$ cat config.mk
export PLATFORM = sky130hd
export DESIGN_NAME = warp_coalesce_check
export DESIGN_NICKNAME = d
export VERILOG_FILES = /design/src/rtl/wcc_pkg.sv /design/src/rtl/wcc_datapath.sv /design/src/rtl/wcc_control.sv /design/src/rtl/warp_coalesce_check.sv
export SDC_FILE = /design/constraint.sdc
export NUM_CORES = 1
export LEC_CHECK = 0
export BUFFER_PORTS_ARGS = -buffer_cell sky130_fd_sc_hd__buf_2
export CORE_MARGIN = 2
export CORE_UTILIZATION = 30
export DETAILED_ROUTE_END_ITERATION = 16
export REMOVE_ABC_BUFFERS = 1
export SYNTH_ARGS = -nofsm -noshare
export SYNTH_HDL_FRONTEND = slang
export SYNTH_SLANG_ARGS = --single-unit
$ cat constraint.sdc
create_clock -name clk -period 1.4 [get_ports clk]
set_input_delay 0.07 -clock clk [delete_from_list [all_inputs] [get_ports clk]]
set_output_delay 0.07 -clock clk [all_outputs]
set_load 0.02 [all_outputs]
$ cat src/rtl/wcc_pkg.sv
package wcc_pkg;

  // Shared access-size encoding.
  typedef enum logic [1:0] {
    SIZE_4B  = 2'd0,
    SIZE_8B  = 2'd1,
    SIZE_16B = 2'd2,
    SIZE_RSV = 2'd3
  } size_code_e;

  // Strobes from control to datapath.
  typedef struct packed {
    logic load;      // capture a new result
    logic markMerge; // the captured result is a single transaction
  } wcc_strobe_t;

  // log2 of the access size in bytes; the reserved code maps to 16 bytes.
  function automatic logic [2:0] sizeShift(input logic [1:0] code);
    case (code)
      SIZE_4B: sizeShift = 3'd2;
      SIZE_8B: sizeShift = 3'd3;
      default: sizeShift = 3'd4;
    endcase
  endfunction

endpackage

$ cat src/rtl/wcc_datapath.sv
module wcc_datapath
  import wcc_pkg::*;
#(
  parameter int LANES  = 16,
  parameter int ADDR_W = 32,
  localparam int CNT_W = $clog2(LANES + 1),
  localparam int LEN_W = $clog2(LANES * 16 + 1)
) (
  input  logic                      clk,
  input  logic                      rst_n,
  input  wcc_strobe_t               ctrlStb,
  input  logic [LANES-1:0]          laneValid,
  input  logic [LANES*ADDR_W-1:0]   laneAddr,
  input  logic [1:0]                accSize,
  output logic                      allLanesOk,
  output logic                      anyActive,
  output logic                      sizeLegal,
  output logic                      coalesced,
  output logic [ADDR_W-1:0]         txnBase,
  output logic [LEN_W-1:0]          txnLen,
  output logic [CNT_W-1:0]          txnCount
);

  logic [CNT_W-1:0]  rank [LANES+1];
  logic [ADDR_W-1:0] firstAddr;
  logic [ADDR_W-1:0] alignMask;
  logic [2:0]        shamt;
  logic [LANES-1:0]  laneOk;
  logic [CNT_W-1:0]  activeCnt;

  assign shamt     = sizeShift(accSize);
  assign alignMask = (ADDR_W'(1) << shamt) - ADDR_W'(1);
  assign sizeLegal = (accSize != SIZE_RSV);
  assign anyActive = |laneValid;

  // Running count of active lanes below each lane index.
  assign rank[0] = '0;
  for (genvar g = 0; g < LANES; g++) begin : g_rank
    assign rank[g+1] = rank[g] + CNT_W'(laneValid[g]);
  end
  assign activeCnt = rank[LANES];

  // Address of the lowest-indexed active lane.
  always_comb begin
    firstAddr = '0;
    for (int i = LANES - 1; i >= 0; i--) begin
      if (laneValid[i]) firstAddr = laneAddr[i*ADDR_W +: ADDR_W];
    end
  end

  // Per-lane test: aligned, and placed at base + rank * size.
  for (genvar g = 0; g < LANES; g++) begin : g_lane
    logic [ADDR_W-1:0] myAddr;
    logic [ADDR_W-1:0] wantAddr;
    assign myAddr   = laneAddr[g*ADDR_W +: ADDR_W];
    assign wantAddr = firstAddr + (ADDR_W'(rank[g]) << shamt);
    assign laneOk[g] = !laneValid[g] ||
                       (((myAddr & alignMask) == '0) && (myAddr == wantAddr));
  end
  assign allLanesOk = &laneOk;

  always_ff @(posedge clk or negedge rst_n) begin
    if (!rst_n) begin
      coalesced <= 1'b0;
      txnBase   <= '0;
      txnLen    <= '0;
      txnCount  <= '0;
    end else if (ctrlStb.load) begin
      coalesced <= ctrlStb.markMerge;
      if (ctrlStb.markMerge) begin
        txnBase  <= firstAddr;
        txnLen   <= LEN_W'(activeCnt) << shamt;
        txnCount <= CNT_W'(1);
      end else begin
        txnBase  <= '0;
        txnLen   <= '0;
        txnCount <= activeCnt;
      end
    end
  end

endmodule

$ cat src/rtl/wcc_control.sv
module wcc_control
  import wcc_pkg::*;
(
  input  logic        clk,
  input  logic        rst_n,
  input  logic        reqValid,
  input  logic        allLanesOk,
  input  logic        anyActive,
  input  logic        sizeLegal,
  output wcc_strobe_t ctrlStb,
  output logic        rspValid
);

  always_comb begin
    ctrlStb.load      = reqValid;
    ctrlStb.markMerge = reqValid && allLanesOk && anyActive && sizeLegal;
  end

  always_ff @(posedge clk or negedge rst_n) begin
    if (!rst_n) rspValid <= 1'b0;
    else        rspValid <= reqValid;
  end

endmodule

$ cat src/rtl/warp_coalesce_check.sv
module warp_coalesce_check
  import wcc_pkg::*;
#(
  parameter int LANES  = 16,
  parameter int ADDR_W = 32,
  localparam int CNT_W = $clog2(LANES + 1),
  localparam int LEN_W = $clog2(LANES * 16 + 1)
) (
  input  logic                    clk,
  input  logic                    rst_n,
  input  logic                    reqValid,
  input  logic [LANES-1:0]        laneValid,
  input  logic [LANES*ADDR_W-1:0] laneAddr,
  input  logic [1:0]              accSize,
  output logic                    rspValid,
  output logic                    coalesced,
  output logic [ADDR_W-1:0]       txnBase,
  output logic [LEN_W-1:0]        txnLen,
  output logic [CNT_W-1:0]        txnCount
);

  wcc_strobe_t ctrlStb;
  logic        allLanesOk;
  logic        anyActive;
  logic        sizeLegal;

  wcc_control i_control (
    .clk        (clk),
    .rst_n      (rst_n),
    .reqValid   (reqValid),
    .allLanesOk (allLanesOk),
    .anyActive  (anyActive),
    .sizeLegal  (sizeLegal),
    .ctrlStb    (ctrlStb),
    .rspValid   (rspValid)
  );

  wcc_datapath #(.LANES(LANES), .ADDR_W(ADDR_W)) i_datapath (
    .clk        (clk),
    .rst_n      (rst_n),
    .ctrlStb    (ctrlStb),
    .laneValid  (laneValid),
    .laneAddr   (laneAddr),
    .accSize    (accSize),
    .allLanesOk (allLanesOk),
    .anyActive  (anyActive),
    .sizeLegal  (sizeLegal),
    .coalesced  (coalesced),
    .txnBase    (txnBase),
    .txnLen     (txnLen),
    .txnCount   (txnCount)
  );

endmodule

==> flow_summary.yaml <==
place:
  dp_slack_ns: -8.80
  io_buffers: 580
  gp_routability_congestion: 1.12
  hpwl_um: 210000
  dp_cells: 7488
global_route:
  antenna_found_initial: 19
  grt_pass1_vias: 42900
  grt_pass1_wl_um: 324000
  grt_overflow: 0
  grt_max_degree: 49
  grt_usage_pct: 46.6
clock_network:
  cts_tree: "done"
  clock_sink_count: 48
  cts_root_buf: "clkbuf_16"
  cts-buffers-inserted: 5
  h-tree-depth: 2
  insertion_delay_ns: 0.31
  cts.clk_slew.worst_paths_ns: 0.07
  clockBufferDepth: 2
power_and_ir_drop:
  powerDensity_nw_per_um2: 1250
  vdd.ir_drop.worst_mv: 3.93
  leakagePower_nw: 21.6
critical_path:
  worst-path-max-fanout: 7
  cp-end-kind: "flip-flop"
  worst-path-buf-inv: 7
  slowest_delay_ns: 0.59
  cpMaxStageDelayCell: "fa_2"
  path_delay_family: "adder cells"
  crit_path_start_kind: "primary input"
  crit_top_cell: "ha_4"
  crit_required_ns: 1.61
  cp.arrival_ns: 8.76
  critPathKind: "primary input to flip-flop"
cells_and_area:
  fillers: 9619
  nNetsFinal: 6994
  instances_no_fill: 7518
  final_util_pct: 50.2
  drive_gt1_share_pct: 40.9
  syn2layout_area_growth_pct: 65.6
floorplan:
  coreArea_um2: 95200
  fp.dieW_um: 314
  ios: 581
  dieArea_um2: 98800
  start_util_pct: 30.3
  num_rows: 113
  die_h_um: 314
synthesis:
  synth_edf_count: 0
  async_reset_ff_share_pct: 100
  dominantRegCellSynth: "dfrtp_1"
  ys_types: 113
  yosysWarningCount: 0
  synth_area_per_cell_um2: 7.21
  ys_ff_latch: 48
  yosysTopAreaCell: "xnor2_1"
  synth.area.top_cells: "xnor2_1 16%, ha_1 8.8%, xor2_1 4.9%"
  seq_area_frac_synth_pct: 4.16
  syn-instance-count: 4003
  netlist_area_um2: 28900
  netlist.area_leader.share_pct: 15.8
timing:
  fin_crit_sh_pct: 611
  finalWorstSetupSlack_ns: -7.16
  clock_skew_ns: 0
  min_period_ns: 8.56
  hold_violations: 0
  maxSlewHeadroom_pct: 0.424
  finalSetupTns_ns: -304.45
  setup_viol: 43
  fmax_ghz: 0.117
  drv_slew: 0
  worst_pin_slew_ns: 1.48
  rsz0062_at_grt: "true"
worst_hold_path:
  min_path_type: "primary input to flip-flop"
route:
  routedWlPerCell_um: 32.1
  wl_met2_um: 101000
  dr.pass1.iters: 7
  detail-route-antenna-nets: 0
  first_iter_violations: 6146
  met3_length_um: 26300
  drt-total-wl_um: 241000
  met1_length_um: 96500
  highest_layer: "met5"
  drc: 0
  vias_per_cell: 6.02
  via_count: 45200
status:
  violations: "setup timing"
  status: "finished, violations left"
flow_run:
  max_cap_violations: 0
final timing paths:
check | from | endpoint | slack (ns) | cells after the start
worst max register to register | i_datapath.txnCount[1] | i_datapath.txnCount[1] | 0.55 | 2
min in group asynchronous | rst_n | i_datapath.txnBase[26] | 0.27 | 3
max in group asynchronous | rst_n | i_datapath.txnCount[1] | 0.90 | 3
worst max-delay path | laneValid[2] | i_datapath.txnCount[4] | -7.16 | 41
worst min register to register | i_datapath.txnBase[25] | i_datapath.txnBase[25] | 0.49 | 1
worst min-delay path | reqValid | i_datapath.txnLen[7] | 0.19 | 3
power breakdown:
part | internal, mW | switching, mW
Clock | 1.03 | 0.613
Sequential | 1.47 | 0.0604
Combinational | 27.5 | 28.9
Total | 30.0 | 29.6
flip-flops by register name (all words and copies together), names as in the netlist:
register	cells
i_datapath.txnLen	9
i_datapath.txnBase	32
i_datapath.coalesced	1
i_control.rspValid	1
i_datapath.txnCount	5
routing by layer:
| metal | global-route usage [%] | up-vias |
|---|---|---|
| met4 | 27.9 | 24 |
| met1 | 60.4 | 21800 |
| met2 | 70.5 | 2963 |
| met3 | 10.2 | 642 |
| met5 | 1.35 | - |
| li1 | - | 19800 |
worst min-delay path: cells and delay by family:
family	cells	cell delay (ns)
and+or+nand+nor	1	0.16
buffers and inverters	1	0.15
AOI/OAI and AO/OA	1	0.08
placed cells by master (no fill, tap or decap), types with 74 or more instances in the layout:
master    instances
buf_4          1734
buf_2           576
xnor2_1         516
nor2_1          295
nand2_1         250
a21oi_1         235
o21ai_0         206
ha_1            182
nand3_1         162
xor2_1          160
nor3_1          102
a221oi_1        101
conb_1           94
inv_1            82
o22ai_1          80
nand4_1          74
kinds of logic after synthesis:
family	after synthesis	share of synthesized area (%)
fa+ha+maj	220	9.97
buf+inv	322	4.75
simple gates	1300	23.6
flops	48	4.16
mux	67	2.37
other cells	2	0.0260
compound gates	1355	33.9
xor+xnor	689	21.2
stage by stage:
step / area, µm² / power, mW / hold WS [ns]
final: 47800 / 59.5 / 0.187
after global routing: 47800 / 63.3 / 0.179
after CTS: 47500 / 56.7 / 0.140
after detailed placement: 46800 / 52.9 / 0.0700
after global placement: 46800 / 52.8 / 0.0743
after floorplan: 28200 / 27.6 / -0.226
layout make-up:
cell class	count	area [µm²]	area share [%]
repair buffers	2371	17100	35.7
multi-input cells	3725	27400	57.3
inverters	90	339	0.709
well taps	1265	1580	3.31
diodes	11	27.5	0.0576
clock buffers	5	125	0.262
flip-flops and latches	48	1200	2.51
clock inverters	3	68.8	0.144
cell usage after synthesis (84+ instances only):
master    instances
o21ai_0         214
nand2_1         252
ha_1            203
a21oi_1         238
xor2_1          162
nand3_1         162
nor3_1          104
a221oi_1        102
clkbuf_1        124
inv_1            84
xnor2_1         520
nor2_1          297
what timing repair did:
| action | 4_1_cts | 5_1_grt |
|---|---|---|
| gates cloned | 2 | 0 |
| pin swaps | 56 | 29 |
| setup endpoints to repair | 43 | 43 |
| hold buffers | 1 | 0 |
| endpoints found under the hold margin | 48 | 0 |
| gates resized for setup | 53 | 43 |
| buffers inserted | 7 | 2 |
Power figures use the tool's default switching activity.
